$ cat config.mk
export PLATFORM = sky130hd
export DESIGN_NAME = legacy_region_decoder
export DESIGN_NICKNAME = d
export VERILOG_FILES = /design/src/rtl/lrd_pkg.sv /design/src/rtl/lrd_cfg_regs.sv /design/src/rtl/lrd_seg_map.sv /design/src/rtl/lrd_smram_win.sv /design/src/rtl/legacy_region_decoder.sv
export SDC_FILE = /design/constraint.sdc
export NUM_CORES = 1
export LEC_CHECK = 0
export BUFFER_PORTS_ARGS = -buffer_cell sky130_fd_sc_hd__buf_2
export CORE_UTILIZATION = 35
export DETAILED_ROUTE_END_ITERATION = 10
export GPL_ROUTABILITY_DRIVEN = 0
export SLEW_MARGIN = 10
export SYNTH_ARGS = -nofsm -noshare
export SYNTH_HDL_FRONTEND = slang
export SYNTH_SLANG_ARGS = --single-unit
$ cat constraint.sdc
create_clock -name clk -period 3.9 [get_ports clk]
set_clock_uncertainty 0.15 [all_clocks]
set_input_delay 0.585 -clock clk [delete_from_list [all_inputs] [get_ports clk]]
set_output_delay 0.585 -clock clk [all_outputs]
set_load 0.01 [all_outputs]
$ cat src/rtl/lrd_pkg.sv
`timescale 1ns/1ps
package lrd_pkg;

    localparam int SEG_COUNT = 14;
    localparam int FINE_SEGS = 12;

    localparam logic [31:0] LEGACY_LO  = 32'h000A_0000;
    localparam logic [31:0] LEGACY_HI  = 32'h0010_0000;
    localparam logic [31:0] FINE_LO    = 32'h000C_0000;
    localparam logic [31:0] FINE_STEP  = 32'h0000_4000;
    localparam logic [31:0] TOP_SEG_LO = 32'h000F_0000;

    localparam logic [1:0] ATTR_RW = 2'd3;
    localparam logic [1:0] ATTR_RO = 2'd2;

    typedef enum logic [1:0] {
        ROUTE_PASS   = 2'd0,
        ROUTE_DRAM   = 2'd1,
        ROUTE_LEGACY = 2'd2,
        ROUTE_DROP   = 2'd3
    } route_e;

    typedef struct packed {
        logic   valid;
        route_e route;
        logic   wblock;
    } rsp_t;

    // Lower bound of segment idx; idx == SEG_COUNT returns the end of the last segment.
    function automatic logic [31:0] seg_lo(input int idx);
        if (idx <= 0)
            return LEGACY_LO;
        if (idx <= FINE_SEGS)
            return FINE_LO + FINE_STEP * 32'(idx - 1);
        if (idx == FINE_SEGS + 1)
            return TOP_SEG_LO;
        return LEGACY_HI;
    endfunction

endpackage

$ cat src/rtl/lrd_cfg_regs.sv
`timescale 1ns/1ps
module lrd_cfg_regs #(
    parameter int          NUM_SEG     = 14,
    parameter logic [7:0]  ATTR_BASE   = 8'h61,
    parameter logic [7:0]  SMRAM_BASE  = 8'h6C,
    parameter logic [31:0] SMRAM_RESET = 32'h0000_000A,
    localparam int         ATTR_BYTES  = (NUM_SEG + 1) / 2
) (
    input  logic                    clk,
    input  logic                    rst_n,
    input  logic                    cfg_we,
    input  logic [7:0]              cfg_off,
    input  logic [7:0]              cfg_wdata,
    input  logic                    smm_in,
    output logic [ATTR_BYTES*8-1:0] attr_bytes,
    output logic [31:0]             smram_ctl,
    output logic                    smm_q
);

    localparam int SMRAM_BYTES = 4;

    typedef struct packed {
        logic [ATTR_BYTES-1:0][7:0] attr;
        logic [31:0]                smram;
        logic                       smm;
    } cfg_t;

    cfg_t cfg_d, cfg_q;

    logic attr_sel;
    logic smram_sel;

    always_comb begin
        attr_sel  = cfg_we && (cfg_off >= ATTR_BASE) &&
                    (cfg_off < ATTR_BASE + 8'(ATTR_BYTES));
        smram_sel = cfg_we && (cfg_off >= SMRAM_BASE) &&
                    (cfg_off < SMRAM_BASE + 8'(SMRAM_BYTES));
    end

    always_comb begin
        cfg_d     = cfg_q;
        cfg_d.smm = smm_in;
        if (cfg_we) begin
            for (int b = 0; b < ATTR_BYTES; b++) begin
                if (cfg_off == ATTR_BASE + 8'(b))
                    cfg_d.attr[b] = cfg_wdata;
            end
            for (int k = 0; k < SMRAM_BYTES; k++) begin
                if (cfg_off == SMRAM_BASE + 8'(k))
                    cfg_d.smram[8*k +: 8] = cfg_wdata;
            end
        end
    end

    always_ff @(posedge clk or negedge rst_n) begin
        if (!rst_n) begin
            cfg_q.attr  <= '0;
            cfg_q.smram <= SMRAM_RESET;
            cfg_q.smm   <= 1'b0;
        end else begin
            cfg_q <= cfg_d;
        end
    end

    assign attr_bytes = cfg_q.attr;
    assign smram_ctl  = cfg_q.smram;
    assign smm_q      = cfg_q.smm;

    // Byte 0 of the attribute bank takes the written data on the next edge.
    assert_attr_write_R2: assert property (@(posedge clk) disable iff (!rst_n)
        (cfg_we && cfg_off == ATTR_BASE) |=> (cfg_q.attr[0] == $past(cfg_wdata)));

    // The highest control byte sits at the top of the little-endian word.
    assert_smram_le_R6: assert property (@(posedge clk) disable iff (!rst_n)
        (cfg_we && cfg_off == SMRAM_BASE + 8'd3) |=> (cfg_q.smram[31:24] == $past(cfg_wdata)));

    assert_ignore_R12: assert property (@(posedge clk) disable iff (!rst_n)
        (!attr_sel && !smram_sel) |=> ($stable(cfg_q.attr) && $stable(cfg_q.smram)));

    assert_mode_reg_R11: assert property (@(posedge clk) disable iff (!rst_n)
        1'b1 |=> (cfg_q.smm == $past(smm_in)));

endmodule

$ cat src/rtl/lrd_seg_map.sv
`timescale 1ns/1ps
module lrd_seg_map
    import lrd_pkg::*;
#(
    parameter int  ADDR_W     = 32,
    parameter int  NUM_SEG    = SEG_COUNT,
    localparam int ATTR_BYTES = (NUM_SEG + 1) / 2,
    localparam int CW         = (ADDR_W > 32) ? ADDR_W + 1 : 33
) (
    input  logic [ADDR_W-1:0]       addr,
    input  logic [ATTR_BYTES*8-1:0] attr_bytes,
    output logic [NUM_SEG-1:0]      seg_hit,
    output logic [1:0]              attr
);

    logic [CW-1:0]              a_ext;
    logic [NUM_SEG-1:0][1:0]    field;
    logic                       attr_bytes_unused;

    assign a_ext             = CW'(addr);
    assign attr_bytes_unused = ^attr_bytes;

    for (genvar i = 0; i < NUM_SEG; i++) begin : g_seg
        localparam logic [CW-1:0] SEG_LO = CW'(seg_lo(i));
        localparam logic [CW-1:0] SEG_HI = CW'(seg_lo(i + 1));
        localparam int            NIB    = (i >> 1) * 8 + (i & 1) * 4;

        assign seg_hit[i] = (a_ext >= SEG_LO) && (a_ext < SEG_HI);
        assign field[i]   = attr_bytes[NIB +: 2];
    end

    always_comb begin
        attr = '0;
        for (int i = 0; i < NUM_SEG; i++) begin
            if (seg_hit[i])
                attr = attr | field[i];
        end
    end

endmodule

$ cat src/rtl/lrd_smram_win.sv
`timescale 1ns/1ps
module lrd_smram_win
    import lrd_pkg::*;
#(
    parameter int  ADDR_W = 32,
    localparam int CW     = (ADDR_W > 32) ? ADDR_W + 1 : 33
) (
    input  logic [31:0]       smram_ctl,
    input  logic              smm,
    input  logic [ADDR_W-1:0] addr,
    output logic              applied,
    output logic              hit
);

    logic          active;
    logic          fits;
    logic [CW-1:0] base;
    logic [CW-1:0] size;
    logic [CW-1:0] lim;
    logic [CW-1:0] a_ext;
    logic          ctl_unused;

    assign ctl_unused = ^{smram_ctl[30:27], smram_ctl[25:24], smram_ctl[19:16]};

    always_comb begin
        a_ext   = CW'(addr);
        active  = smram_ctl[26] | (smm & smram_ctl[31]);
        base    = CW'({smram_ctl[15:0], 16'h0000});
        size    = CW'({1'b0, smram_ctl[23:20]} + 5'd1) << 16;
        lim     = base + size;
        fits    = (base >= CW'(LEGACY_LO)) && (lim <= CW'(LEGACY_HI));
        applied = active && fits;
        hit     = applied && (a_ext >= base) && (a_ext < lim);
    end

endmodule

$ cat src/rtl/legacy_region_decoder.sv
`timescale 1ns/1ps
module legacy_region_decoder
    import lrd_pkg::*;
#(
    parameter int          ADDR_W      = 32,
    parameter int          NUM_SEG     = SEG_COUNT,
    parameter logic [7:0]  ATTR_BASE   = 8'h61,
    parameter logic [7:0]  SMRAM_BASE  = 8'h6C,
    parameter logic [31:0] SMRAM_RESET = 32'h0000_000A
) (
    input  logic              clk,
    input  logic              rst_n,
    input  logic              cfg_we,
    input  logic [7:0]        cfg_off,
    input  logic [7:0]        cfg_wdata,
    input  logic              smm_mode,
    input  logic              lk_valid,
    input  logic [ADDR_W-1:0] lk_addr,
    input  logic              lk_write,
    output logic              rsp_valid,
    output logic [1:0]        rsp_route,
    output logic              rsp_wblock
);

    localparam int ATTR_BYTES = (NUM_SEG + 1) / 2;

    logic [ATTR_BYTES*8-1:0] attr_bytes;
    logic [31:0]             smram_ctl;
    logic                    smm_q;
    logic [NUM_SEG-1:0]      seg_hit;
    logic [1:0]              seg_attr;
    logic                    win_applied;
    logic                    win_hit;

    rsp_t rsp_d, rsp_q;

    lrd_cfg_regs #(
        .NUM_SEG     (NUM_SEG),
        .ATTR_BASE   (ATTR_BASE),
        .SMRAM_BASE  (SMRAM_BASE),
        .SMRAM_RESET (SMRAM_RESET)
    ) u_cfg (
        .clk        (clk),
        .rst_n      (rst_n),
        .cfg_we     (cfg_we),
        .cfg_off    (cfg_off),
        .cfg_wdata  (cfg_wdata),
        .smm_in     (smm_mode),
        .attr_bytes (attr_bytes),
        .smram_ctl  (smram_ctl),
        .smm_q      (smm_q)
    );

    lrd_seg_map #(
        .ADDR_W  (ADDR_W),
        .NUM_SEG (NUM_SEG)
    ) u_seg (
        .addr       (lk_addr),
        .attr_bytes (attr_bytes),
        .seg_hit    (seg_hit),
        .attr       (seg_attr)
    );

    lrd_smram_win #(
        .ADDR_W (ADDR_W)
    ) u_win (
        .smram_ctl (smram_ctl),
        .smm       (smm_q),
        .addr      (lk_addr),
        .applied   (win_applied),
        .hit       (win_hit)
    );

    always_comb begin
        rsp_d        = '0;
        rsp_d.route  = ROUTE_PASS;
        if (lk_valid) begin
            rsp_d.valid = 1'b1;
            if (seg_hit == '0) begin
                rsp_d.route = ROUTE_PASS;
            end else if (win_hit) begin
                rsp_d.route = ROUTE_DRAM;
            end else begin
                case (seg_attr)
                    ATTR_RW: rsp_d.route = ROUTE_DRAM;
                    ATTR_RO: begin
                        if (lk_write) begin
                            rsp_d.route  = ROUTE_DROP;
                            rsp_d.wblock = 1'b1;
                        end else begin
                            rsp_d.route = ROUTE_DRAM;
                        end
                    end
                    default: rsp_d.route = ROUTE_LEGACY;
                endcase
            end
        end
    end

    always_ff @(posedge clk or negedge rst_n) begin
        if (!rst_n) begin
            rsp_q <= '{valid: 1'b0, route: ROUTE_PASS, wblock: 1'b0};
        end else begin
            rsp_q <= rsp_d;
        end
    end

    assign rsp_valid  = rsp_q.valid;
    assign rsp_route  = rsp_q.route;
    assign rsp_wblock = rsp_q.wblock;

    assert_seg_onehot_R1: assert property (@(posedge clk) disable iff (!rst_n)
        lk_valid |-> $onehot0(seg_hit));

    assert_latency_R10: assert property (@(posedge clk) disable iff (!rst_n)
        lk_valid |=> rsp_valid);

    assert_idle_R10: assert property (@(posedge clk) disable iff (!rst_n)
        !lk_valid |=> (!rsp_valid && rsp_route == ROUTE_PASS && !rsp_wblock));

    assert_drop_R4: assert property (@(posedge clk) disable iff (!rst_n)
        rsp_wblock |-> (rsp_valid && rsp_route == ROUTE_DROP && $past(lk_write)));

    assert_outside_R5: assert property (@(posedge clk) disable iff (!rst_n)
        (lk_valid && (lk_addr < ADDR_W'(LEGACY_LO) || lk_addr >= ADDR_W'(LEGACY_HI)))
        |=> (rsp_route == ROUTE_PASS && !rsp_wblock));

    assert_win_gate_R7: assert property (@(posedge clk) disable iff (!rst_n)
        win_hit |-> (smram_ctl[26] || (smm_q && smram_ctl[31])));

    assert_win_override_R8: assert property (@(posedge clk) disable iff (!rst_n)
        (lk_valid && win_hit) |=> (rsp_route == ROUTE_DRAM && !rsp_wblock));

    assert_win_fit_R9: assert property (@(posedge clk) disable iff (!rst_n)
        win_hit |-> (win_applied && seg_hit != '0));

endmodule

==> Word-level counts from Yosys, hierarchy flattened <==
Cells that the tools add are included.
{ "totals": {"output_inout_bits": 4, "elab_cells": 130, "inputBits": 54, "reg_bits": 79} }
{ "op_classes": {"mux": 23, "magnitude_cmp": 32, "addsub": 2, "n_reduce_logical": 30, "n_bitwise": 15, "eq_ne": 13} }
{ "ops": {"columns": ["op", "n"], "rows": [
  ["$ge 32x20->1 const B", 15],
  ["$lt 32x20->1 const B", 13],
  ["$eq 8x7->1 const B", 11],
  ["$mux 2", 17],
  ["$add 32x33->33", 1],
  ["$le 33x21->1 const B", 1],
  ["$lt 32x33->1", 1],
  ["$ge 32x32->1", 1],
  ["$lt 32x21->1 const B", 1],
  ["$or 2x2->2", 13],
  ["$reduce_and 2->1", 11],
  ["$logic_and 1x1->1", 18],
  ["$logic_not 14->1", 1],
  ["$add 4x1->5 const B", 1],
  ["$eq 2x2->1 const B", 2],
  ["$mux 1", 4],
  ["$mux 4", 1],
  ["$pmux 2 s2", 1],
  ["$and 1x1->1", 1],
  ["$or 1x1->1", 1]
]} }

==> Longest topological paths before layout <==
Gate-level depths: netlist (run 1).
{ "logic_depth": {"depth_word": 34, "ltp_mapped": 17, "depth_no_buf": 17} }

==> Modules after synthesis <==
A second synthesis (run 1) with hierarchy kept.
{ "unflattened": {"hier_cells": 480, "area_unflattened_um2": 5606.6} }
{ "by_module_without_submodules": {"columns": ["mod", "cells_per_inst", "instances", "area_each_um2", "seq_area_each_um2"], "rows": [
  ["lrd_cfg_regs", 208, 1, 3542.1, 2229.6],
  ["lrd_smram_win", 186, 1, 1386.3, 0.0],
  ["lrd_seg_map", 71, 1, 490.5, 0.0],
  ["legacy_region_decoder", 15, 1, 187.7, 100.1]
]} }

==> Worst setup path before layout (run 1) <==
Ideal clock, no wire load.
{ "synth_timing": {"path_type": "register to register", "from": "reg u_cfg.cfg_q (netlist bit u_cfg.smram_ctl[20])", "to": "reg rsp_q (netlist bit rsp_route[0])", "synth_period_minus_slack_ps": 3524, "arrival_time_ps": 3309, "path_stages_with_launch": 14, "n_path_buf": 0, "required_ps": 3685, "setup_slack_ps": 376, "setup_time_ps": 65, "cell_sequence": "dfrtp_1 > ha_1 > inv_1 > fa_1 > nor2b_4 > o211ai_2 > a2111oi_2 > xnor2_1 > ha_1 > or3_1 > a221oi_1 > a21oi_1 > nor4b_4 > o21ba_1"} }
{ "synth_lines": {"columns": ["item", "line", "source"], "rows": [
  ["start, declared", "lrd_cfg_regs.sv:28", "cfg_t cfg_d, cfg_q;"],
  ["start signal, assigned", "lrd_cfg_regs.sv:61", "cfg_q <= cfg_d;"],
  ["end signal, assigned", "legacy_region_decoder.sv:102", "rsp_q <= '{valid: 1'b0, route: ROUTE_PASS, wblock: 1'b0};"],
  ["end signal, assigned", "legacy_region_decoder.sv:104", "rsp_q <= rsp_d;"],
  ["end, declared", "legacy_region_decoder.sv:35", "rsp_t rsp_d, rsp_q;"]
]} }

==> flow_summary.yaml, run 1 <==
status:
  outcome: "finished clean"
power:
  swShare: 0.349
  p_seq_frac: 0.404
  power_frac_clock: 0.204
  internal-power_mw: 1.01
  leakage_nw: 2.07
  switchingPower_mw: 0.542
  vdd_drop_max_mv: 0.205
  power_density_nw_per_um2: 356
  power.total_mw: 1.55
  p_comb_frac: 0.393
placement:
  io_buffers: 57
  dp_slack_ns: 0.0908
  hpwlAfterDp_um: 7750
clock_tree:
  cts_tree: "yes"
  insertion_delay_ns: 0.31
  cts_max_level: 2
  hold_buffers: 0
  clk_pin_slew_ns: 0.10
  clock_path_buffers: 2
  clk_root_buffer_cell: "clkbuf_8"
  numCtsBuffers: 5
  cts_sinks: 55
synthesis:
  netlist_top_cells_count: "dfrtp_1 (53), ha_1 (37), nand2_1 (36)"
  yosysWarningCount: 0
  ys_ff_latch: 55
  syn_nets: 469
  synthTopCellsByArea: "dfrtp_1 (35%), ha_1 (12%), mux2_2 (10%)"
  synthArstFlopShare: 1.00
  synth_seq_area_share: 0.365
  synth.top_cell.area_share: 0.351
  netlist_instances: 377
  synth_top_cell_by_area: "dfrtp_1"
  yosysMostFrequentCell: "dfrtp_1"
  synthFlopType: "dfrtp_1"
  synth_enable_flop_cells: 0
  synth_cell_types: 61
  netlist_area_sq_um: 3780
  synth_area_per_cell_sq_um: 10.0
floorplanning:
  die_w_um: 106
  initial_core_util: 0.364
  io_pins: 58
  chipHeight_um: 106
  dieArea_sq_um: 11200
  rows: 37
  core-area_sq_um: 10400
sta:
  drv_slew: 0
  finalSetupViolations: 0
  fin_crit_ns: 3.65
  min_period_over_period: 0.937
  fmax_mhz: 274
  final.setup.tns_ns: 0
  hold_viol_final: 0
  rsz0062_at_grt: "no"
  setup_slack_ns: 0.247
  max-slew-margin-rel: 0.378
  worst_pin_slew_ns: 0.933
routing:
  drt_first_pass_iters: 4
  wl_um: 9580
  drc: 0
  first_iter_violations: 175
  viasPerCell: 5.43
  via_count: 3109
  antenna_left: 0
  wl_per_cell_um: 16.7
setup_path:
  path_cells: "ha_1 > xor2_1 > ha_1 > nand4_2 > and3_4 > or3_4 > xnor2_2 > ha_1 > and4_1 > a221oi_1 > a21oi_1 > nor4b_4 > o21ba_1"
  worstSetupStartpointType: "register"
  worstPathRequired_ns: 4.00
  crit_fanout: 4
  cpMaxStageDelayCell: "dfrtp_1"
  crit_type: "reg2reg"
  end_kind: "register"
  cpPeakStageDelay_ns: 0.41
  arrival_ns: 3.75
  crit_path_frequent_cell: "ha_1"
final_layout:
  layout.nets: 528
  area_delta_synth_final_pct: 15.4
  utilization: 0.420
  diodes: 0
  drive_gt1_frac: 0.288
  fillers: 1072
global_routing:
  grt_pass1_vias: 3051
  grt_usage: 0.180
  grt_first_pass_wirelength_um: 15600
  antenna_found_initial: 0
  grt_max_degree: 42
  gr-total-overflow: 0
worst_hold_path:
  worstHoldPathType: "in2reg"
run:
  maxCapViolCount: 0
==> cells by family after synthesis <==
group	synth area share
flops	0.365
xor+xnor	0.0464
compound gates	0.140
fa+ha+maj	0.128
buf+inv	0.0272
mux	0.115
simple gates	0.179
==> critical path: cells and delay by family, from the launching register on <==
family / cells / cell delay, ns
flip-flops: 1 / 0.41
XOR/XNOR: 2 / 0.31
adder cells (fa/ha/maj): 3 / 0.89
AO/OA/AOI/OAI: 3 / 0.56
AND/OR/NAND/NOR: 5 / 1.27
==> power by group through the flow <==
stage	clock network, mW	logic (mW)	registers (mW)
2_1_floorplan	0	0.431	0.631
3_3_place_gp	0	0.573	0.637
3_5_place_dp	0	0.591	0.638
4_1_cts	0.323	0.593	0.626
5_1_grt	0.346	0.683	0.631
6_report	0.316	0.609	0.627
==> placed cells by master, fill, tap and decap left out, drive strengths merged, types with 2 or more instances in the layout <==
cell	instances
o21a	2
o311ai	2
ha	37
buf	60
nand2b	5
nor2	18
o21ai	27
nand2	36
mux2i	4
mux2	35
clkbuf	5
a31oi	5
and3	3
clkinvlp	2
o211ai	3
inv	19
or3	4
a211oi	5
nor4b	3
xor2	4
nor3	4
nor2b	6
dfstp	2
nor4	9
nand4	8
a21oi	16
a21boi	2
a21o	4
nand3	20
xnor2	13
dfrtp	53
a22oi	5
==> layout make-up <==
| type | count | area [sq um] | area share |
|---|---|---|---|
| Clock inverter | 3 | 20.0 | 0.00459 |
| Clock buffer | 5 | 68.8 | 0.0158 |
| Sequential cell | 55 | 1380 | 0.316 |
| Timing Repair Buffer | 60 | 308 | 0.0706 |
| Tap cell | 136 | 170 | 0.0390 |
| Inverter | 19 | 71.3 | 0.0164 |
| Multi-Input combinational cell | 295 | 2340 | 0.537 |
==> routing by layer <==
layer	track usage	share of wire	up-vias
met5	0	0	-
li1	-	-	1505
met4	0.0357	0.010	0
met3	0.0173	0.027	7
met2	0.318	0.49	59
met1	0.240	0.47	1538
==> final timing paths <==
path	from	endpoint	slack, ns	cells past startpoint
worst max-delay path	u_cfg.smram_ctl[20]	rsp_route[0]	0.25	13
worst min-delay path	smm_mode	u_cfg.smm_q	0.23	1
worst max register to register	u_cfg.smram_ctl[20]	rsp_route[0]	0.25	13
worst min register to register	u_cfg.attr_bytes[44]	u_cfg.attr_bytes[44]	0.36	1
max in group asynchronous	rst_n	rsp_route[0]	2.60	2
min in group asynchronous	rst_n	u_cfg.smm_q	0.26	1
==> per-stage QoR <==
| stage | cells | cell area [sq um] | hold slack, ns |
|---|---|---|---|
| floorplan | 377 | 3780 | 0.139 |
| global placement | 565 | 4220 | 0.334 |
| global route | 573 | 4360 | 0.221 |
| CTS | 573 | 4310 | 0.226 |
| finish | 573 | 4360 | 0.230 |
| detailed placement | 565 | 4220 | 0.344 |
==> registers in the layout, summed over array words and instances, names as in the netlist <==
signal and count:
rsp_route 2, rsp_valid 1, rsp_wblock 1, u_cfg.attr_bytes 28
u_cfg.smm_q 1, u_cfg.smram_ctl 22
==> what timing repair did <==
item	4_1_cts	5_1_grt
buffers inserted	0	0
endpoints found under the hold margin	0	0
resized for setup	0	7
setup endpoints to repair	0	3
No activity file was read; power rests on OpenSTA's default activity.
==> inputs of run 2 (changes only) <==
Settings changed: ABC_AREA set to 1.
==> run 2 against run 1 <==
Compared with the run above:
- flip-flop and latch count stayed put
- critical path depth is 9 higher
- setup slack better by 0.32 ns
- sequential share of layout area is 4.1 points lower
- global-route usage is 2.3 points higher
- total power is 11% lower
- area after synthesis is 15% higher
- worst hold slack worse by 0.081 ns
- synthesized cell count is 73% higher
- critical path type unchanged
- largest power group unchanged
- highest routed layer unchanged
==> flow_summary.yaml, run 2 <==
status:
  outcome: "finished clean"
sta:
  worst_pin_slew_ns: 0.634
  final.setup.tns_ns: 0
  drv_slew: 0
  finalSetupViolations: 0
  hold_viol_final: 0
  fmax_mhz: 300
  rsz0062_at_grt: "no"
  fin_crit_ns: 3.33
  max-slew-margin-rel: 0.577
  min_period_over_period: 0.854
floorplanning:
  die_w_um: 113
  rows: 40
  initial_core_util: 0.360
  chipHeight_um: 113
  core-area_sq_um: 12100
  io_pins: 58
  dieArea_sq_um: 12900
clock_tree:
  cts_sinks: 55
  cts_tree: "yes"
  hold_buffers: 0
  post_cts_buffers: 0
  insertion_delay_ns: 0.30
  clk_pin_slew_ns: 0.08
  clk_root_buffer_cell: "clkbuf_16"
  ctsResizeCount: 0
  clock_path_buffers: 2
  cts_max_level: 2
  numCtsBuffers: 5
power:
  leakage_nw: 2.50
  swShare: 0.280
  power_frac_clock: 0.375
  vdd_drop_max_mv: 0.166
  p_seq_frac: 0.450
  power_density_nw_per_um2: 275
  switchingPower_mw: 0.387
  internal-power_mw: 0.994
  p_comb_frac: 0.176
final_layout:
  area_delta_synth_final_pct: 15.4
  final_cell_mix: "nand2_1 (195), inv_1 (84), nand3_1 (76)"
  final_common_cell: "nand2_1"
  drive_gt1_frac: 0.134
  final_area_sq_um: 5010
  largest_reg_flops: 28
  layout.nets: 808
  diodes: 0
synthesis:
  yosysWarningCount: 0
  synthTopCellsByArea: "dfrtp_1 (31%), nand2_1 (17%), ha_1 (11%)"
  ys_ff_latch: 55
  synth_seq_area_share: 0.317
  netlist_instances: 653
  synthFlopType: "dfrtp_1"
  synth_cell_types: 29
  synth_area_per_cell_sq_um: 6.65
  syn_nets: 745
  synth_enable_flop_cells: 0
  yosysMostFrequentCell: "nand2_1"
  netlist_top_cells_count: "nand2_1 (195), inv_1 (84), nand3_1 (76)"
  netlist_area_sq_um: 4340
  synthArstFlopShare: 1.00
  synth_top_cell_by_area: "dfrtp_1"
  synth.top_cell.area_share: 0.305
global_routing:
  antenna_found_initial: 0
  grt_first_pass_wirelength_um: 20600
  grt_usage: 0.204
  grt_max_degree: 30
  grt_pass1_vias: 4237
  gr-total-overflow: 0
setup_path:
  end_kind: "register"
  crit_path_frequent_cell: "nand2_1"
  worstPathRequired_ns: 3.95
  cpMaxStageDelayCell: "dfrtp_1"
  cp.buffers_inverters: 2
  crit_family: "simple AND/OR/NAND/NOR gates"
  arrival_ns: 3.38
  crit_type: "reg2reg"
  crit_fanout: 5
  cpPeakStageDelay_ns: 0.41
  worstSetupStartpointType: "register"
  path_cells: "ha_1 > nand2_1 > nor2_1 > ha_1 > a21oi_1 > inv_1 > nand2_1 > nand2_1 > nand2_1 > nand2_1 > nand2_1 > inv_1 > ha_1 > or2_2 > a21oi_1 > nand3_1 > nor2_1 > nand2_1 > nor2_1 > nand3_1 > nand2_1 > nor2_1"
placement:
  io_buffers: 57
  hpwlAfterDp_um: 10100
  placed_cell_area_sq_um: 4840
routing:
  antenna_left: 0
  wl_um: 12300
  wl_per_cell_um: 13.9
  first_iter_violations: 297
  via_count: 4423
  drc: 0
  viasPerCell: 5.00
  drt_first_pass_iters: 4
worst_hold_path:
  worstHoldPathType: "in2async"
run:
  maxCapViolCount: 0
## run 2: changes by cell type after synthesis, sizes merged, moves of 5 or more
cell    change
a22oi       -5
o21ai      +27
nor2b       -6
nand2b      -5
nand2     +166
inv        +68
clkbuf      -5
a31oi       -5
nor2       +62
nand3      +57
xnor2      -13
mux2       -35
nand4       +8
## run 2: final timing paths
path | end | from | cells after the start | slack, ns
max in group asynchronous | u_cfg.smram_ctl[3] | rst_n | 2 | 2.61
min in group clk | u_cfg.smm_q | smm_mode | 1 | 0.25
worst min register to register | u_cfg.attr_bytes[37] | u_cfg.attr_bytes[37] | 2 | 0.34
worst min-delay path | rsp_wblock | rst_n | 1 | 0.15
worst max-delay path | rsp_route[1] | u_cfg.smram_ctl[20] | 22 | 0.57
worst max register to register | rsp_route[1] | u_cfg.smram_ctl[20] | 22 | 0.57
## run 2: area by class of cell
type	count	area, sq um
multi-input combinational	508	2630
inverter	88	330
timing repair buffer	58	293
clock buffer	5	125
fill	1269	7050
sequential	55	1380
tap	168	210
clock inverter	3	47.5
## run 2: per-layer routing
metal / global-route usage / routed length (um) / part of all wire
met4: 0.0535 / 232 / 0.019
met5: 0 / 0 / 0
met3: 0.0239 / 586 / 0.048
met1: 0.277 / 5920 / 0.48
met2: 0.346 / 5550 / 0.45
## run 2: logic make-up after synthesis
family,after synthesis,synth area share
buffers and inverters,90,0.0778
AND/OR/NAND/NOR,389,0.396
AO/OA/AOI/OAI,79,0.0939
flip-flops,55,0.317
XOR/XNOR,2,0.00403
adder cells (fa/ha/maj),38,0.111
## run 2: through the flow
step | hold slack (ns) | utilization | power [mW] | setup WS (ns) | std cells
after CTS | 0.165 | 0.416 | 1.39 | 0.571 | 885
after global routing | 0.194 | 0.416 | 1.45 | 0.125 | 885
after floorplan | 0.139 | - | 0.765 | 0.911 | 653
final | 0.148 | 0.416 | 1.38 | 0.571 | 885
after global placement | 0.317 | 0.401 | 0.865 | 0.670 | 877
after detailed placement | 0.325 | 0.401 | 0.873 | 0.561 | 877
## run 2: power by group through the flow
stage	logic, mW	registers, mW	clock network (mW)
after floorplan	0.141	0.624	0
after global placement	0.233	0.631	0
after detailed placement	0.241	0.632	0
after CTS	0.243	0.621	0.531
after global routing	0.282	0.625	0.547
final	0.242	0.621	0.517
